File: src/rtl/i2c_watch_pkg.sv
package i2c_watch_pkg;
  typedef enum logic [1:0] {
    SEL_CTRL = 2'd0,
    SEL_OWN  = 2'd1,
    SEL_DATA = 2'd2
  } reg_sel_e;

  typedef enum logic [1:0] {
    MODE_SLV_RX = 2'b00,
    MODE_SLV_TX = 2'b01,
    MODE_MST_RX = 2'b10,
    MODE_MST_TX = 2'b11
  } mode_e;

  localparam int unsigned CTRL_OE_BIT = 4;
endpackage

File: src/rtl/i2c_line_sync.sv
module i2c_line_sync #(
  parameter int unsigned STAGES = 2
) (
  input  logic clk_i,
  input  logic rst_ni,
  input  logic scl_i,
  input  logic sda_i,
  output logic sda_o,
  output logic scl_rise_o,
  output logic start_o,
  output logic stop_o
);
  logic [STAGES-1:0] scl_ff, sda_ff;
  logic scl_q, sda_q;
  logic scl_s, sda_s;

  // lines idle high, so reset to 1 to avoid false edges
  always_ff @(posedge clk_i or negedge rst_ni) begin
    if (!rst_ni) begin
      scl_ff <= '1;
      sda_ff <= '1;
      scl_q  <= 1'b1;
      sda_q  <= 1'b1;
    end else begin
      scl_ff <= {scl_ff[STAGES-2:0], scl_i};
      sda_ff <= {sda_ff[STAGES-2:0], sda_i};
      scl_q  <= scl_ff[STAGES-1];
      sda_q  <= sda_ff[STAGES-1];
    end
  end

  assign scl_s      = scl_ff[STAGES-1];
  assign sda_s      = sda_ff[STAGES-1];
  assign sda_o      = sda_s;
  assign scl_rise_o = scl_s & ~scl_q;
  assign start_o    = scl_s & scl_q & sda_q & ~sda_s;
  assign stop_o     = scl_s & scl_q & ~sda_q & sda_s;
endmodule

File: src/rtl/i2c_frame_rx.sv
module i2c_frame_rx #(
  parameter int unsigned DW = 8
) (
  input  logic          clk_i,
  input  logic          rst_ni,
  input  logic          sda_i,
  input  logic          scl_rise_i,
  input  logic          start_i,
  input  logic          stop_i,
  output logic          byte_valid_o,
  output logic [DW-1:0] byte_o,
  output logic          byte_is_addr_o,
  output logic          ack_valid_o
);
  localparam int unsigned CNT_W = $clog2(DW + 2);
  localparam logic [CNT_W-1:0] LAST_DATA = CNT_W'(DW - 1);
  localparam logic [CNT_W-1:0] ACK_SLOT  = CNT_W'(DW);

  logic             active, in_addr;
  logic [CNT_W-1:0] bit_cnt;
  logic [DW-1:0]    shreg;
  logic             take;

  assign take = active & scl_rise_i & ~start_i & ~stop_i;

  always_ff @(posedge clk_i or negedge rst_ni) begin
    if (!rst_ni) begin
      active  <= 1'b0;
      in_addr <= 1'b0;
      bit_cnt <= '0;
      shreg   <= '0;
    end else if (start_i) begin
      active  <= 1'b1;
      in_addr <= 1'b1;
      bit_cnt <= '0;
    end else if (stop_i) begin
      active  <= 1'b0;
      in_addr <= 1'b0;
      bit_cnt <= '0;
    end else if (take) begin
      if (bit_cnt == ACK_SLOT) begin
        bit_cnt <= '0;
        in_addr <= 1'b0;
      end else begin
        shreg   <= {shreg[DW-2:0], sda_i};
        bit_cnt <= bit_cnt + 1'b1;
      end
    end
  end

  assign byte_valid_o   = take & (bit_cnt == LAST_DATA);
  assign byte_o         = {shreg[DW-2:0], sda_i};
  assign byte_is_addr_o = in_addr;
  assign ack_valid_o    = take & (bit_cnt == ACK_SLOT);
endmodule

File: src/rtl/i2c_watch_regs.sv
module i2c_watch_regs
  import i2c_watch_pkg::*;
#(
  parameter int unsigned DW = 8
) (
  input  logic          clk_i,
  input  logic          rst_ni,
  input  logic          we_i,
  input  logic [1:0]    sel_i,
  input  logic [DW-1:0] wdata_i,
  output logic [DW-1:0] rdata_o,
  input  logic          rx_valid_i,
  input  logic [DW-1:0] rx_byte_i,
  input  logic [5:0]    status_i,
  output logic [1:0]    mode_o,
  output logic          out_en_o,
  output logic [DW-1:0] own_o,
  output logic [DW-1:0] data_o
);
  logic [1:0]    mode_q;
  logic          oe_q;
  logic [DW-1:0] own_q, data_q;

  always_ff @(posedge clk_i or negedge rst_ni) begin
    if (!rst_ni) begin
      mode_q <= MODE_SLV_RX;
      oe_q   <= 1'b0;
      own_q  <= '0;
      data_q <= '0;
    end else begin
      if (we_i && sel_i == SEL_CTRL) begin
        mode_q <= wdata_i[DW-1:DW-2];
        oe_q   <= wdata_i[CTRL_OE_BIT];
      end
      if (we_i && sel_i == SEL_OWN && !oe_q) own_q <= wdata_i;
      // bus capture wins over a software write in the same cycle
      if (rx_valid_i && oe_q)                       data_q <= rx_byte_i;
      else if (we_i && sel_i == SEL_DATA && oe_q)   data_q <= wdata_i;
    end
  end

  always_comb begin
    unique case (sel_i)
      SEL_CTRL: rdata_o = DW'({mode_q, status_i[5], oe_q, status_i[3:0]});
      SEL_OWN:  rdata_o = own_q;
      SEL_DATA: rdata_o = data_q;
      default:  rdata_o = '0;
    endcase
  end

  assign mode_o   = mode_q;
  assign out_en_o = oe_q;
  assign own_o    = own_q;
  assign data_o   = data_q;
endmodule

File: src/rtl/i2c_addr_watch.sv
module i2c_addr_watch #(
  parameter int unsigned DW          = 8,
  parameter int unsigned SYNC_STAGES = 2
) (
  input  logic          clk_i,
  input  logic          rst_ni,
  input  logic          scl_i,
  input  logic          sda_i,
  input  logic          arb_lost_i,
  input  logic          reg_we_i,
  input  logic [1:0]    reg_sel_i,
  input  logic [DW-1:0] reg_wdata_i,
  output logic [DW-1:0] reg_rdata_o,
  output logic          busy_o,
  output logic          addr_match_o,
  output logic          addr_zero_o,
  output logic          last_bit_o,
  output logic [1:0]    mode_o,
  output logic          out_en_o
);
  logic          sda_s, scl_rise, start_det, stop_det;
  logic          byte_valid, byte_is_addr, ack_valid;
  logic [DW-1:0] rx_byte, own_addr, data_reg;
  logic          busy_q, match_q, zero_q, last_q, arb_q;

  i2c_line_sync #(.STAGES(SYNC_STAGES)) u_sync (
    .clk_i, .rst_ni, .scl_i, .sda_i,
    .sda_o      (sda_s),
    .scl_rise_o (scl_rise),
    .start_o    (start_det),
    .stop_o     (stop_det)
  );

  i2c_frame_rx #(.DW(DW)) u_frame (
    .clk_i, .rst_ni,
    .sda_i          (sda_s),
    .scl_rise_i     (scl_rise),
    .start_i        (start_det),
    .stop_i         (stop_det),
    .byte_valid_o   (byte_valid),
    .byte_o         (rx_byte),
    .byte_is_addr_o (byte_is_addr),
    .ack_valid_o    (ack_valid)
  );

  always_ff @(posedge clk_i or negedge rst_ni) begin
    if (!rst_ni) begin
      busy_q  <= 1'b0;
      match_q <= 1'b0;
      zero_q  <= 1'b0;
      last_q  <= 1'b0;
      arb_q   <= 1'b0;
    end else begin
      arb_q <= arb_lost_i;
      if (start_det)     busy_q <= 1'b1;
      else if (stop_det) busy_q <= 1'b0;
      if (start_det || stop_det) begin
        match_q <= 1'b0;
        zero_q  <= 1'b0;
      end else if (byte_valid && byte_is_addr) begin
        match_q <= (rx_byte[DW-1:1] == own_addr[DW-1:1]);
        zero_q  <= (rx_byte == '0);
      end
      if (ack_valid) last_q <= sda_s;
    end
  end

  i2c_watch_regs #(.DW(DW)) u_regs (
    .clk_i, .rst_ni,
    .we_i       (reg_we_i),
    .sel_i      (reg_sel_i),
    .wdata_i    (reg_wdata_i),
    .rdata_o    (reg_rdata_o),
    .rx_valid_i (byte_valid),
    .rx_byte_i  (rx_byte),
    .status_i   ({busy_q, 1'b0, arb_q, match_q, zero_q, last_q}),
    .mode_o     (mode_o),
    .out_en_o   (out_en_o),
    .own_o      (own_addr),
    .data_o     (data_reg)
  );

  assign busy_o       = busy_q;
  assign addr_match_o = match_q;
  assign addr_zero_o  = zero_q;
  assign last_bit_o   = last_q;
endmodule

File: config.mk
export PLATFORM = sky130hd
export DESIGN_NAME = i2c_addr_watch
export DESIGN_NICKNAME = d
export VERILOG_FILES = /design/src/rtl/i2c_watch_pkg.sv /design/src/rtl/i2c_line_sync.sv /design/src/rtl/i2c_frame_rx.sv /design/src/rtl/i2c_watch_regs.sv /design/src/rtl/i2c_addr_watch.sv
export SDC_FILE = /design/constraint.sdc
export NUM_CORES = 1
export LEC_CHECK = 0
export BUFFER_PORTS_ARGS = -buffer_cell sky130_fd_sc_hd__buf_4
export CAP_MARGIN = 30
export CELL_PAD_IN_SITES_DETAIL_PLACEMENT = 0
export CELL_PAD_IN_SITES_GLOBAL_PLACEMENT = 1
export CORE_ASPECT_RATIO = 1.2
export CORE_UTILIZATION = 30
export DETAILED_ROUTE_END_ITERATION = 7
export PLACE_DENSITY_LB_ADDON = 0.2
export SYNTH_ARGS = -nofsm -noshare
export SYNTH_HDL_FRONTEND = slang
export SYNTH_HIERARCHICAL = 1
export SYNTH_SLANG_ARGS = --single-unit
File: constraint.sdc
create_clock -name clk_i -period 2.9 [get_ports clk_i]
set_clock_uncertainty 0.1 [all_clocks]
set_input_delay 0.435 -clock clk_i [delete_from_list [all_inputs] [get_ports clk_i]]
set_output_delay 0.435 -clock clk_i [all_outputs]
set_load 0.05 [all_outputs]
Word level (Yosys, flattened, before mapping) --
Cells that the tools add are included.
Cells by class: add/subtract/negate cells 1, multipliers 0, div/mod/pow operators 0, order comparisons 0, eq/ne operators 5, shifts and indexed selects 0, muxes and demuxes 17, bitwise operators 17, reductions and logical operators 18
Operators with widths (count):
- $pmux W8 S3 | 1
- $mux W4 | 4
- $mux W8 | 2
- $and A1 B1 Y1 | 11
- $mux W1 | 10
- $logic_not A8 Y1 | 1
- $eq A7 B7 Y1 | 1
- $logic_and A1 B1 Y1 | 7
- $not A1 Y1 | 6
- $reduce_bool A2 Y1 | 3
- $reduce_bool A3 Y1 | 2
- $add A4 B1 Y4 const B | 1
- $eq A4 B3 Y1 const B | 1
- $eq A4 B4 Y1 const B | 1
- $reduce_and A4 Y1 | 1
- $eq A2 B1 Y1 const B | 1
- $eq A2 B2 Y1 const B | 1
- $logic_not A2 Y1 | 1
- $reduce_and A2 Y1 | 1
- $logic_not A1 Y1 | 1
- $logic_or A1 B1 Y1 | 1
Storage, ports and cells: flip-flop bits (word level) 42, bits in latches 0, memory bits (writable) 0, memory bits (read-only) 0, bits of input ports 16, output and inout port bits 15, logic and storage cells 74, memories kept 0

Depth between registers and ports, before layout --
word-level depth 10, mapped depth 7, depth with buffers taken out 6

Modules after synthesis --
The synthesis kept the hierarchy.
By module, submodules not included:
- i2c_watch_regs | instances 1, cells each 80, area each 1009.7 µm², sequential area each 475.5 µm²
- i2c_frame_rx | instances 1, cells each 54, area each 653.1 µm², sequential area each 325.3 µm²
- i2c_addr_watch | instances 1, cells each 27, area each 277.8 µm², sequential area each 125.1 µm²
- i2c_line_sync | instances 1, cells each 9, area each 183.9 µm², sequential area each 157.7 µm²

Worst setup path before layout --
OpenSTA, ideal clock, no wires.
kind register to register, from reg u_sync.sda_ff[1], to reg u_regs.data_q[0] (netlist: u_regs/data_o[0]), library setup time 0.125 ns, data arrival time 2.313 ns, required time 2.675 ns, path slack 0.363 ns, cell stages (with the launch flop) 8, buffers on the path 1, clock period less this slack 2.537 ns, cell sequence dfstp_2 > and4b_1 > or2_1 > buf_6 > nor4_1 > nand2_2 > mux2_2 > mux2_2
Between the ends: cells in the longest elaborated chain, start to end 8, elaborated cells on any way between the ends 11, classes of those cells 1 x mux; 8 x bitwise; 2 x reduce/logical
RTL lines:
- from (decl) | RTL line i2c_line_sync.sv:13 | logic [STAGES-1:0] scl_ff, sda_ff;
- from (signal assigned) | RTL line i2c_line_sync.sv:26 | sda_ff <= {sda_ff[STAGES-2:0], sda_i};
- $not A1 Y1 (*) | RTL line i2c_line_sync.sv:36 | assign start_o = scl_s & scl_q & sda_q & ~sda_s;
- $and A1 B1 Y1 (*) | RTL line i2c_line_sync.sv:36
- via start_det | RTL line i2c_addr_watch.sv:21 | logic sda_s, scl_rise, start_det, stop_det;
- $not A1 Y1 (no line) (*)
- $and A1 B1 Y1 (*) (2 in a row) | RTL line i2c_frame_rx.sv:24 | assign take = active & scl_rise_i & ~start_i & ~stop_i;
- $and A1 B1 Y1 (*) | RTL line i2c_frame_rx.sv:51 | assign byte_valid_o = take & (bit_cnt == LAST_DATA);
- via byte_valid | RTL line i2c_addr_watch.sv:22 | logic byte_valid, byte_is_addr, ack_valid;
- $logic_and A1 B1 Y1 (*) | RTL line i2c_watch_regs.sv:37 | if (rx_valid_i && oe_q) data_q <= rx_byte_i;
- $mux W8 or $reduce_bool A2 Y1 (tied branches)
- to (signal assigned) | RTL line i2c_watch_regs.sv:37
- to (signal assigned) | RTL line i2c_watch_regs.sv:38 | else if (we_i && sel_i == SEL_DATA && oe_q) data_q <= wdata_i;
- to (decl) | RTL line i2c_watch_regs.sv:22 | logic [DW-1:0] own_q, data_q;
Mark *: on every way through the listed nets, which the timed path passes. The rest lies on a longest branch. A chain may end at the register's enable or synchronous reset.

Worst setup path in the final report --
from reg u_sync.sda_ff[1], to reg u_regs.data_q[2] (netlist: u_regs/data_o[2])
The elaborated chain is that of the path after synthesis.

==> reports/qor.yml <==
sta:
  fin_hold_ws_ns: 0.0104
  fmax_mhz: 379
  drv_slew: 0
  period_needed_ns: 2.64
  rsz0062_at_grt: "false"
  setup_violations: 0
  tightest_slew_ns: 0.715
  timing.slew.headroom_pct: 52.2
  period_share_pct: 90.9
  hold_viol_final: 0
  fin_tns_setup_ns: 0
  setup_ws_ns: 0.265
drt:
  wl_met3_um: 147
  firstDrtPassIters: 4
  routed-via-count: 1395
  drc_errors: 0
  drtIter0Drc: 45
  drtAntennaViolNets: 0
  wl_per_cell_um: 16.1
  wl_met2_um: 2450
  finalWirelength_um: 4650
  highest_layer: "met4"
  vias_per_cell: 4.84
  wl_met1_um: 1980
placed_design:
  place.port_buffers: 30
  hpwl_um: 3360
  dp_slack_ns: 0.245
  gp_congestion: 0.736
logic_synthesis:
  synth_fp_nets: 187
  syn_area_per_cell_sq_um: 12.5
  postSynthCellCount: 169
  synthesis.area_sq_um: 2120
  yosys_warnings: 6
global_route:
  grt_antenna_before_repair: 0
  grt_pass1_vias: 1489
  grt_overflow: 0
  grt_usage_pct: 13.8
  grt_max_degree: 44
  grt_pass1_wl_um: 7590
worst_setup_path:
  crit_chain: "and4b_1 > or2_1 > nor4_1 > buf_4 > nand2_2 > nand2_2 > mux2_2"
  cp_data_arrival_time_ns: 2.72
  max_stage_delay_ns: 0.59
  endpoint_kind: "register"
  worstPathRequired_ns: 2.98
  path_max_fanout: 9
  cp-start-kind: "register"
  critPathKind: "register to register"
  cpMaxStageDelayCell: "dfstp_2"
  cpMostUsedCell: "nand2_2"
finish:
  drive_gt1_share_pct: 41.8
  final_cell_mix: "37 x dfrtp_1, 31 x buf_4, 28 x mux2_2, 14 x nand2_1"
  diodes: 0
  final_nets: 218
  area_growth_pct: 17.4
  layout_commonest_cell: "dfrtp_1"
  fill_cells: 705
pwr:
  total_power_mw: 1.85
  powerDensity_nw_per_um2: 741
  ir_worst_vdd_mv: 0.189
  p_leak_nw: 1.11
floorplan:
  core-area_sq_um: 6850
  die_area_sq_um: 7410
  dieWidth_um: 78.8
  rows: 33
  start_util_pct: 30.9
  ios: 31
  die_y_um: 94.1
cts:
  h-tree-depth: 2
  clk_path_buf_depth: 2
  clk_root_buffer_cell: "clkbuf_8"
  cts_resized: 0
  clock-sinks: 43
  cts_hold_buf: 0
  postCtsSetupBuffers: 0
  clk_pin_slew_ns: 0.08
  cts_tree: "done"
  numCtsBuffers: 5
  clkLatencyLatePin_ns: 0.29
worst_hold_path:
  hold_path.class: "input pin to async pin"
run:
  cap_violations: 0
status:
  status: "finished, final reports clean"
worst paths after layout:
check	slack (ns)	end	cells past startpoint	from
max in group asynchronous	2.29	u_sync/sda_q	1	rst_ni
max	0.26	u_regs/data_o[2]	7	u_sync/sda_ff[1]
min reg2reg	0.26	u_sync/scl_ff[1]	0	u_sync/scl_ff[0]
min	0.01	u_regs/own_o[7]	1	rst_ni
max reg2reg	0.26	u_regs/data_o[2]	7	u_sync/sda_ff[1]
min in group clk_i	0.14	u_sync/scl_ff[0]	1	scl_i
layout make-up:
class / instances / area, sq um / share of cell area (%)
Sequential cell: 43 / 1080 / 43.5
Inverter: 4 / 15.0 / 0.603
Multi-Input combinational cell: 115 / 965 / 38.7
Tap cell: 87 / 109 / 4.37
Clock inverter: 2 / 12.5 / 0.503
Clock buffer: 6 / 72.6 / 2.91
Timing Repair Buffer: 31 / 233 / 9.35
critical path, delay by kind of cell, from the launching register on:
kind	cells	cell delay [ns]
DFF	1	0.59
and+or+nand+nor	5	1.29
buffers and inverters	1	0.19
muxes	1	0.36
power breakdown:
part,internal (mW),switching [mW],leakage (nW)
combinational,0.280,0.280,0.547
clock,0.168,0.205,0.0412
sequential,0.752,0.159,0.522
total,1.20,0.644,1.11
through the flow:
step / util (%) / instances / cell area (sq um)
finish: 36.3 / 288 / 2490
global route: 36.3 / 288 / 2490
CTS: 36.3 / 288 / 2490
detailed placement: 35.1 / 280 / 2400
global placement: 35.1 / 280 / 2400
floorplan: - / 169 / 2120
state kept, by name (all words and copies together) (netlist names), 2 cells and up:
signal and count:
u_frame/bit_cnt 4, u_frame/shreg 7, u_regs/own_o 8, u_regs/data_o 8
u_sync/sda_ff 2, u_sync/scl_ff 2, u_regs/mode_o 2
routing by layer:
metal	up-vias	global-route usage, %
met1	701	16.1
met3	7	3.30
met2	25	23.8
li1	662	-
met4	0	6.17
met5	-	0
Power figures use the tool's default switching activity.
